### config.mk
export PLATFORM = sky130hd
export DESIGN_NAME = snoop_retry_drv
export DESIGN_NICKNAME = d
export VERILOG_FILES = /design/src/rtl/sar_pkg.sv /design/src/rtl/sar_phase.sv /design/src/rtl/sar_tenure.sv /design/src/rtl/sar_release.sv /design/src/rtl/sar_busreq.sv /design/src/rtl/snoop_retry_drv.sv
export SDC_FILE = /design/constraint.sdc
export NUM_CORES = 1
export LEC_CHECK = 0
export ABC_CLOCK_PERIOD_IN_PS = 1700
export BUFFER_PORTS_ARGS = -buffer_cell sky130_fd_sc_hd__buf_4
export CAP_MARGIN = 5
export CORE_MARGIN = 2
export CORE_UTILIZATION = 40
export CTS_CLUSTER_DIAMETER = 40
export DETAILED_ROUTE_END_ITERATION = 10
export SLEW_MARGIN = 20
export SYNTH_ARGS = -nofsm -noshare
export SYNTH_HDL_FRONTEND = slang
export SYNTH_SLANG_ARGS = --single-unit
### constraint.sdc
create_clock -name clk -period 1.7 [get_ports clk]
set_clock_uncertainty 0.05 [all_clocks]
set_input_delay 0.085 -clock clk [delete_from_list [all_inputs] [get_ports clk]]
set_output_delay 0.085 -clock clk [all_outputs]
set_load 0.05 [all_outputs]
### src/rtl/sar_pkg.sv
`timescale 1ns/1ps
package sar_pkg;

  // Snoop sampling window, counted in bus edges after the transfer start.
  function automatic logic in_window(int unsigned pos, int unsigned last);
    return (pos >= 1) && (pos <= last);
  endfunction

  // Shared-line output enable, built from the drive state and the release phases.
  function automatic logic line_oe(logic drive, logic rel_a, logic rel_b, logic first_half);
    return drive | (rel_a & ~first_half) | (rel_b & first_half);
  endfunction

endpackage

### src/rtl/sar_phase.sv
`timescale 1ns/1ps
module sar_phase (
  input  logic clk,
  input  logic rst_n,
  input  logic bus_tick,
  output logic first_half
);
  always_ff @(posedge clk) begin
    if (!rst_n) first_half <= 1'b0;
    else        first_half <= bus_tick;
  end

  AST_TICK_SPACED: assert property (@(posedge clk) disable iff (!rst_n)
    bus_tick |=> !bus_tick);
endmodule

### src/rtl/sar_tenure.sv
`timescale 1ns/1ps
module sar_tenure #(
  parameter int T_ASSERT     = 3,
  parameter int T_SNOOP_LAST = 2
) (
  input  logic clk,
  input  logic rst_n,
  input  logic bus_tick,
  input  logic ts_in,
  input  logic aack_in,
  input  logic snp_valid,
  input  logic snp_retry,
  input  logic snp_wb,
  output logic start_drive,
  output logic rel_go,
  output logic rel_wb
);
  localparam int CW = $clog2(T_ASSERT + 2);
  localparam logic [CW-1:0] C_SAT    = CW'(T_ASSERT + 1);
  localparam logic [CW-1:0] C_ASSERT = CW'(T_ASSERT);
  localparam logic [CW-1:0] C_ONE    = CW'(1);

  logic [CW-1:0] edge_cnt;
  logic open_q, retry_q, wb_q;
  logic in_win, snoop_hit, aack_evt, dec_retry, dec_wb;

  assign in_win    = sar_pkg::in_window(32'(edge_cnt), T_SNOOP_LAST);
  assign snoop_hit = bus_tick & open_q & in_win & snp_valid & snp_retry;
  assign aack_evt  = bus_tick & aack_in & open_q;
  assign dec_retry = retry_q | snoop_hit;
  assign dec_wb    = wb_q | (snoop_hit & snp_wb);

  assign start_drive = bus_tick & (edge_cnt == C_ASSERT) & retry_q;
  assign rel_go      = aack_evt & dec_retry;
  assign rel_wb      = aack_evt & dec_wb;

  always_ff @(posedge clk) begin
    if (!rst_n) begin
      edge_cnt <= C_SAT;
      open_q   <= 1'b0;
      retry_q  <= 1'b0;
      wb_q     <= 1'b0;
    end else if (bus_tick) begin
      if (ts_in) begin
        edge_cnt <= C_ONE;
        open_q   <= 1'b1;
        retry_q  <= 1'b0;
        wb_q     <= 1'b0;
      end else begin
        if (edge_cnt != C_SAT) edge_cnt <= edge_cnt + C_ONE;
        if (aack_evt)          open_q   <= 1'b0;
        if (snoop_hit)         retry_q  <= 1'b1;
        if (snoop_hit & snp_wb) wb_q    <= 1'b1;
      end
    end
  end

  AST_LATE_IGNORED: assert property (@(posedge clk) disable iff (!rst_n)
    (bus_tick && !ts_in && !in_win) |=> $stable(retry_q));
  AST_DRIVE_ONCE: assert property (@(posedge clk) disable iff (!rst_n)
    start_drive |=> !start_drive);
endmodule

### src/rtl/sar_release.sv
`timescale 1ns/1ps
module sar_release #(
  parameter int T_RELEASE = 2
) (
  input  logic clk,
  input  logic rst_n,
  input  logic bus_tick,
  input  logic first_half,
  input  logic start_drive,
  input  logic rel_go,
  input  logic rel_wb,
  output logic retry_oe,
  output logic retry_val,
  output logic wb_go
);
  logic [T_RELEASE-1:0] go_pipe, wb_pipe;
  logic drive_q, rel_a, rel_b, go_last, release_now;

  always_ff @(posedge clk) begin
    if (!rst_n) begin
      go_pipe[0] <= 1'b0;
      wb_pipe[0] <= 1'b0;
    end else if (bus_tick) begin
      go_pipe[0] <= rel_go;
      wb_pipe[0] <= rel_wb;
    end
  end

  for (genvar gi = 1; gi < T_RELEASE; gi++) begin : g_stage
    always_ff @(posedge clk) begin
      if (!rst_n) begin
        go_pipe[gi] <= 1'b0;
        wb_pipe[gi] <= 1'b0;
      end else if (bus_tick) begin
        go_pipe[gi] <= go_pipe[gi-1];
        wb_pipe[gi] <= wb_pipe[gi-1];
      end
    end
  end

  assign go_last     = go_pipe[T_RELEASE-1];
  assign release_now = bus_tick & go_last;
  assign wb_go       = bus_tick & wb_pipe[T_RELEASE-1];

  always_ff @(posedge clk) begin
    if (!rst_n) begin
      drive_q <= 1'b0;
      rel_a   <= 1'b0;
      rel_b   <= 1'b0;
    end else if (bus_tick) begin
      if (release_now)      drive_q <= 1'b0;
      else if (start_drive) drive_q <= 1'b1;
      rel_a <= go_last;
      rel_b <= rel_a;
    end
  end

  assign retry_oe  = sar_pkg::line_oe(drive_q, rel_a, rel_b, first_half);
  assign retry_val = drive_q;

  AST_NEG_ONLY_RELEASE: assert property (@(posedge clk) disable iff (!rst_n)
    (retry_oe && !retry_val) |-> (rel_a || rel_b));
  AST_RELB_AFTER_RELA: assert property (@(posedge clk) disable iff (!rst_n)
    (bus_tick && rel_a) |=> rel_b);
  AST_DRIVE_HELD: assert property (@(posedge clk) disable iff (!rst_n)
    (drive_q && !release_now) |=> drive_q);
  AST_NO_OVERLAP: assert property (@(posedge clk) disable iff (!rst_n)
    !(drive_q && (rel_a || rel_b)));
endmodule

### src/rtl/sar_busreq.sv
`timescale 1ns/1ps
module sar_busreq (
  input  logic clk,
  input  logic rst_n,
  input  logic bus_tick,
  input  logic wb_go,
  input  logic bus_grant,
  output logic bus_req,
  output logic cb_start
);
  logic grant_evt;
  assign grant_evt = bus_tick & bus_grant & bus_req;

  always_ff @(posedge clk) begin
    if (!rst_n) begin
      bus_req  <= 1'b0;
      cb_start <= 1'b0;
    end else begin
      cb_start <= grant_evt;
      if (wb_go)          bus_req <= 1'b1;
      else if (grant_evt) bus_req <= 1'b0;
    end
  end

  AST_BREQ_HOLD: assert property (@(posedge clk) disable iff (!rst_n)
    (bus_req && !(bus_tick && bus_grant)) |=> bus_req);
  AST_CB_ONE_CYCLE: assert property (@(posedge clk) disable iff (!rst_n)
    cb_start |=> !cb_start);
  AST_BREQ_RISE: assert property (@(posedge clk) disable iff (!rst_n)
    wb_go |=> bus_req);
endmodule

### src/rtl/snoop_retry_drv.sv
`timescale 1ns/1ps
module snoop_retry_drv #(
  parameter int T_ASSERT     = 3,
  parameter int T_SNOOP_LAST = 2,
  parameter int T_RELEASE    = 2
) (
  input  logic clk,
  input  logic rst_n,
  input  logic bus_tick,
  input  logic ts_in,
  input  logic aack_in,
  input  logic snp_valid,
  input  logic snp_retry,
  input  logic snp_wb,
  input  logic bus_grant,
  output logic retry_oe,
  output logic retry_val,
  output logic bus_req,
  output logic cb_start
);
  // Named internal events, kept visible for the assertions
  logic first_half;
  logic start_drive;
  logic rel_go;
  logic rel_wb;
  logic wb_go;

  sar_phase u_phase (
    .clk(clk), .rst_n(rst_n), .bus_tick(bus_tick), .first_half(first_half)
  );

  sar_tenure #(.T_ASSERT(T_ASSERT), .T_SNOOP_LAST(T_SNOOP_LAST)) u_tenure (
    .clk(clk), .rst_n(rst_n), .bus_tick(bus_tick),
    .ts_in(ts_in), .aack_in(aack_in),
    .snp_valid(snp_valid), .snp_retry(snp_retry), .snp_wb(snp_wb),
    .start_drive(start_drive), .rel_go(rel_go), .rel_wb(rel_wb)
  );

  sar_release #(.T_RELEASE(T_RELEASE)) u_release (
    .clk(clk), .rst_n(rst_n), .bus_tick(bus_tick), .first_half(first_half),
    .start_drive(start_drive), .rel_go(rel_go), .rel_wb(rel_wb),
    .retry_oe(retry_oe), .retry_val(retry_val), .wb_go(wb_go)
  );

  sar_busreq u_busreq (
    .clk(clk), .rst_n(rst_n), .bus_tick(bus_tick), .wb_go(wb_go),
    .bus_grant(bus_grant), .bus_req(bus_req), .cb_start(cb_start)
  );

  AST_RESET_QUIET: assert property (@(posedge clk)
    !rst_n |=> (!bus_req && !cb_start));
endmodule

After elaboration in Yosys (flattened, before gate mapping)
Index checks and enable logic that the tools add are counted.
Word-level totals
  register bits after elaboration: 16
  output and inout bits: 4
  logic and storage cells: 65
Cells by class
  magnitude comparators: 2
  reduce and logical (&&, ||, !) cells: 12
  equality and inequality tests: 2
  mux-type cells: 12
  bitwise gates (word level): 22
  $add $sub $neg: 1
Operator list (number)
  $and A1 B1 Y1: 17
  $reduce_bool A2 Y1: 6
  $mux W1: 10
  $reduce_and A2 Y1: 5
  $mux W3: 2
  $or A1 B1 Y1: 4
  $add A3 B1 Y3 const B: 1
  $eq A3 B2 Y1 const B: 1
  $ge A3 B1 Y1 const B: 1
  $le A3 B2 Y1 const B: 1
  $ne A3 B3 Y1 const B: 1
  $logic_and A1 B1 Y1: 1
  $not A1 Y1: 1

Longest topological paths before layout
  word-level depth: 8
  gate-level depth with buffers: 5
  depth with buffers taken out: 5

Modules after synthesis
Synthesis repeated with hierarchy kept, for this count alone.
Unflattened totals
  cells, all modules: 80
  area total of the unflattened synthesis: 758.2 µm²
By module, submodules not included
  sar_tenure: instances 1, cells an instance 47, area an instance 380.4 µm²
  sar_release: instances 1, cells an instance 26, area an instance 286.5 µm²
  sar_busreq: instances 1, cells an instance 5, area an instance 65.1 µm²
  sar_phase: instances 1, cells an instance 2, area an instance 26.3 µm²

Worst setup path after synthesis
No wires, ideal clock.
  kind: reg2reg
  from: reg u_tenure.edge_cnt[0]
  to: reg u_release.wb_pipe[0]
  slack: 205 ps
  arrival time: 1357 ps
  data required time: 1562 ps
  path buffers: 0
  library setup time: 88 ps
  stages on the path, launching flop included: 6
  cells stage by stage: dfxtp_1 > inv_1 > ha_1 > mux2i_1 > or4b_4 > o32ai_2
Between the ends
  longest elaborated chain between the ends: 8
RTL lines
  from (decl): RTL line sar_tenure.sv:23  | logic [CW-1:0] edge_cnt;
  from (signal assigned): RTL line sar_tenure.sv:50  | if (edge_cnt != C_SAT) edge_cnt <= edge_cnt + C_ONE;
  $ge A3 B1 Y1 / $le A3 B2 Y1 (equally long branches): RTL line sar_pkg.sv:6  | return (pos >= 1) && (pos <= last);
  $logic_and A1 B1 Y1 (*): RTL line sar_pkg.sv:6
  $and A1 B1 Y1 (*) (3 in series): RTL line sar_tenure.sv:28  | assign snoop_hit = bus_tick & open_q & in_win & snp_valid & snp_retry;
  $and A1 B1 Y1 (*): RTL line sar_tenure.sv:31  | assign dec_wb = wb_q | (snoop_hit & snp_wb);
  $or A1 B1 Y1 (*): RTL line sar_tenure.sv:31
  $and A1 B1 Y1 (*): RTL line sar_tenure.sv:35  | assign rel_wb = aack_evt & dec_wb;
  to (signal assigned): RTL line sar_release.sv:25  | wb_pipe[0] <= rel_wb;
  to (decl): RTL line sar_release.sv:16  | logic [T_RELEASE-1:0] go_pipe, wb_pipe;
Mark *: on every way between the ends. The rest lies on a longest branch, timed or not.
A chain may end at the register's enable or synchronous reset.

Worst setup path in the final report
  from: reg u_tenure.edge_cnt[1]
  to: reg u_release.wb_pipe[0]
The elaborated chain is that of the path after synthesis.

==> impl_metrics.tcl <==
set metrics [dict create \
    cts_buffer_depth 2 \
    multi_input_area_um2 387 \
    yosys_warnings 0 \
    max_clock_freq_ghz 0.626 \
    gr-total-overflow 0 \
    die_h_um 46.9 \
    fin_crit_sh_pct 93.9 \
    avgSynthCellArea_um2 9.21 \
    worst-path-max-fanout 5 \
    diodes 0 \
    netlist_area_um2 737 \
    grt_busiest_layer "met2" \
    synth_fp_nets 94 \
    worstPathArrival_ns 1.74 \
    grt_pass1_vias 556 \
    drv_cap 0 \
    slew_violations 0 \
    gp_congestion 0.754 \
    placed_area_um2 851 \
    start_kind "flop" \
    finalSetupViolations 0 \
    ios 13 \
    ys_ff_latch 16 \
    utilization_pct 52.5 \
    crit_required_ns 1.85 \
    fp.dieW_um 46.9 \
    port_buffers 12 \
    via_count 595 \
    wirelength_mm 1.32 \
    clock_sinks 16 \
    clk_pin_slew_ns 0.09 \
    grt_antenna_before_repair 0 \
    cellLeakagePower_uw 0.000399 \
    drt_pass1_iterations 4 \
    dp_hpwl_um 956 \
    tns_ns 0 \
    fin_nets 111 \
    cts_tree "built" \
    track_usage_pct 15.1 \
    ff_latch_area_um2 320 \
    min_path_type "in -> reg" \
    detail_route.wl_per_cell_um 10.9 \
    status "finished, final reports clean" \
    cts_resized 0 \
    rsz0062_at_grt "false" \
    cts-root-buf "clkbuf_4" \
    syn_inst 80 \
    worstMarginPinSlew_ns 0.429 \
    met2_usage_pct 23.6 \
    core_area_um2 1730 \
    drive_gt1_share_pct 20.8 \
    met1_usage_pct 19.3 \
    h-tree-depth 1 \
    power_density_nw_per_um2 785 \
    max_slew_margin_pct 71.2 \
    syn_to_final_growth_pct 23.1 \
    numCtsBuffers 3 \
    grt_util_met3_pct 5.77 \
    drc 0 \
    nFillCells 174 \
    post_synth_num_cell_types 29 \
    final_antenna_net_count 0 \
    initial_core_util_pct 42.7 \
    finalPower_uw 712 \
    final_cell_area_um2 907 \
    dr.first_iter.drc_count 15 \
    rows 15 \
    via_per_inst 4.92 \
    fin_crit_ns 1.60 \
    hold_violations 0 \
    die_area_um2 2200 \
    endpoint_kind "flop" \
    grt_max_degree 25 \
    cts_setup_buffers 0 \
    cts_hold_buf 2 \
    path_class "reg -> reg" \
    ir_drop_mv 0.535 \
    clock_latency_ns 0.28 \
    ys_seq_area_share_pct 43.5 \
    grt_pass1_wl_mm 2.30 \
]
==> through the flow <==
| step | worst slack, ns | hold WS, ns | std cells |
|---|---|---|---|
| 2_1_floorplan | 0.205 | 0.149 | 80 |
| 3_3_place_gp | 0.158 | 0.280 | 115 |
| 3_5_place_dp | 0.120 | 0.283 | 115 |
| 4_1_cts | 0.0914 | 0.0349 | 121 |
| 5_1_grt | 0.00707 | 0.0622 | 121 |
| 6_report | 0.103 | 0.0501 | 121 |
==> registers in the layout, indices dropped and copies added (netlist names) <==
signal	flops
u_tenure.edge_cnt	3
u_release.wb_pipe	2
u_busreq.bus_req	1
u_busreq.cb_start	1
u_phase.first_half	1
u_release.go_last	1
u_release.go_pipe	1
u_release.rel_a	1
u_release.rel_b	1
u_release.retry_val	1
u_tenure.open_q	1
u_tenure.retry_q	1
u_tenure.wb_q	1
==> final timing paths <==
path / start / to / slack, ns / cells past startpoint
worst max-delay path: u_tenure.edge_cnt[1] / u_release.wb_pipe[0] / 0.10 / 5
worst min-delay path: snp_wb / u_tenure.wb_q / 0.05 / 3
worst max register to register: u_tenure.edge_cnt[1] / u_release.wb_pipe[0] / 0.10 / 5
worst min register to register: u_tenure.wb_q / u_tenure.wb_q / 0.44 / 2
==> layer usage <==
| layer | up-vias | share of wire (%) |
|---|---|---|
| li1 | 312 | - |
| met1 | 272 | 50 |
| met2 | 9 | 44 |
| met3 | 2 | 4.6 |
| met4 | 0 | 0.98 |
| met5 | - | 0 |
==> placed cells by master, fill, tap and decap left out, types with 2 or more instances in the layout <==
cell and instances:
a22oi_1 2, nor2b_1 3, ha_1 5, nor2_1 8
inv_1 5, nand3_1 2, clkbuf_4 3, nand2_1 11
dfxtp_1 16, o21ai_0 3, buf_4 12, dlygate4sd3_1 2
mux2i_1 4, a31oi_1 3
==> Yosys cell counts <==
cell type	n	share of area (%)
a21oi_1	1	0.68
o32ai_2	1	2.2
a211o_1	1	1.2
mux2i_1	4	5.4
nor2b_1	3	2.5
or4b_4	1	1.9
o21ai_0	3	2.0
clkinv_1	1	0.51
and3_1	1	0.85
clkbuf_1	1	0.51
inv_1	5	2.5
nor2_1	8	4.1
a22oi_1	2	2.0
a21boi_0	1	1.0
nand2_1	11	5.6
dfxtp_1	16	43
nand4b_1	1	1.2
or2b_1	1	1.0
a211oi_1	1	1.0
a221o_1	1	1.4
nand2b_1	1	0.85
ha_1	5	8.5
a31oi_1	3	2.5
or3_1	1	0.85
nand3_1	2	1.4
mux2_2	1	1.5
buf_1	1	0.51
o221a_2	1	1.5
a41oi_1	1	1.2
==> final cells by class <==
class / count / share of cell area, %
clock buffers: 4 / 4.00
inverters: 6 / 2.48
multi-input cells: 56 / 42.6
flip-flops and latches: 16 / 35.3
well taps: 25 / 3.45
repair buffers: 14 / 12.1
==> power breakdown <==
part / leakage, µW / internal [µW] / switching, µW
Sequential: 0.000130 / 382 / 9.27
Clock: 0.0000210 / 130 / 113
Combinational: 0.000248 / 38.2 / 39.0
==> worst max-delay path: stages (launching register included) <==
cell and delay [ns]:
dfxtp_1 0.36, inv_1 0.11, ha_1 0.15, mux2i_1 0.06
or4b_4 0.55, o32ai_2 0.25
==> logic make-up after synthesis <==
family                   Yosys count  share of synthesized area (%)
AO/OA/AOI/OAI                     16                           16.8
flip-flops                        16                           43.5
multiplexers                       5                           6.96
buffers and inverters              8                           4.07
AND/OR/NAND/NOR                   30                           20.2
adder cells (fa/ha/maj)            5                           8.49
Note: power is estimated with default switching activity, not from simulation.
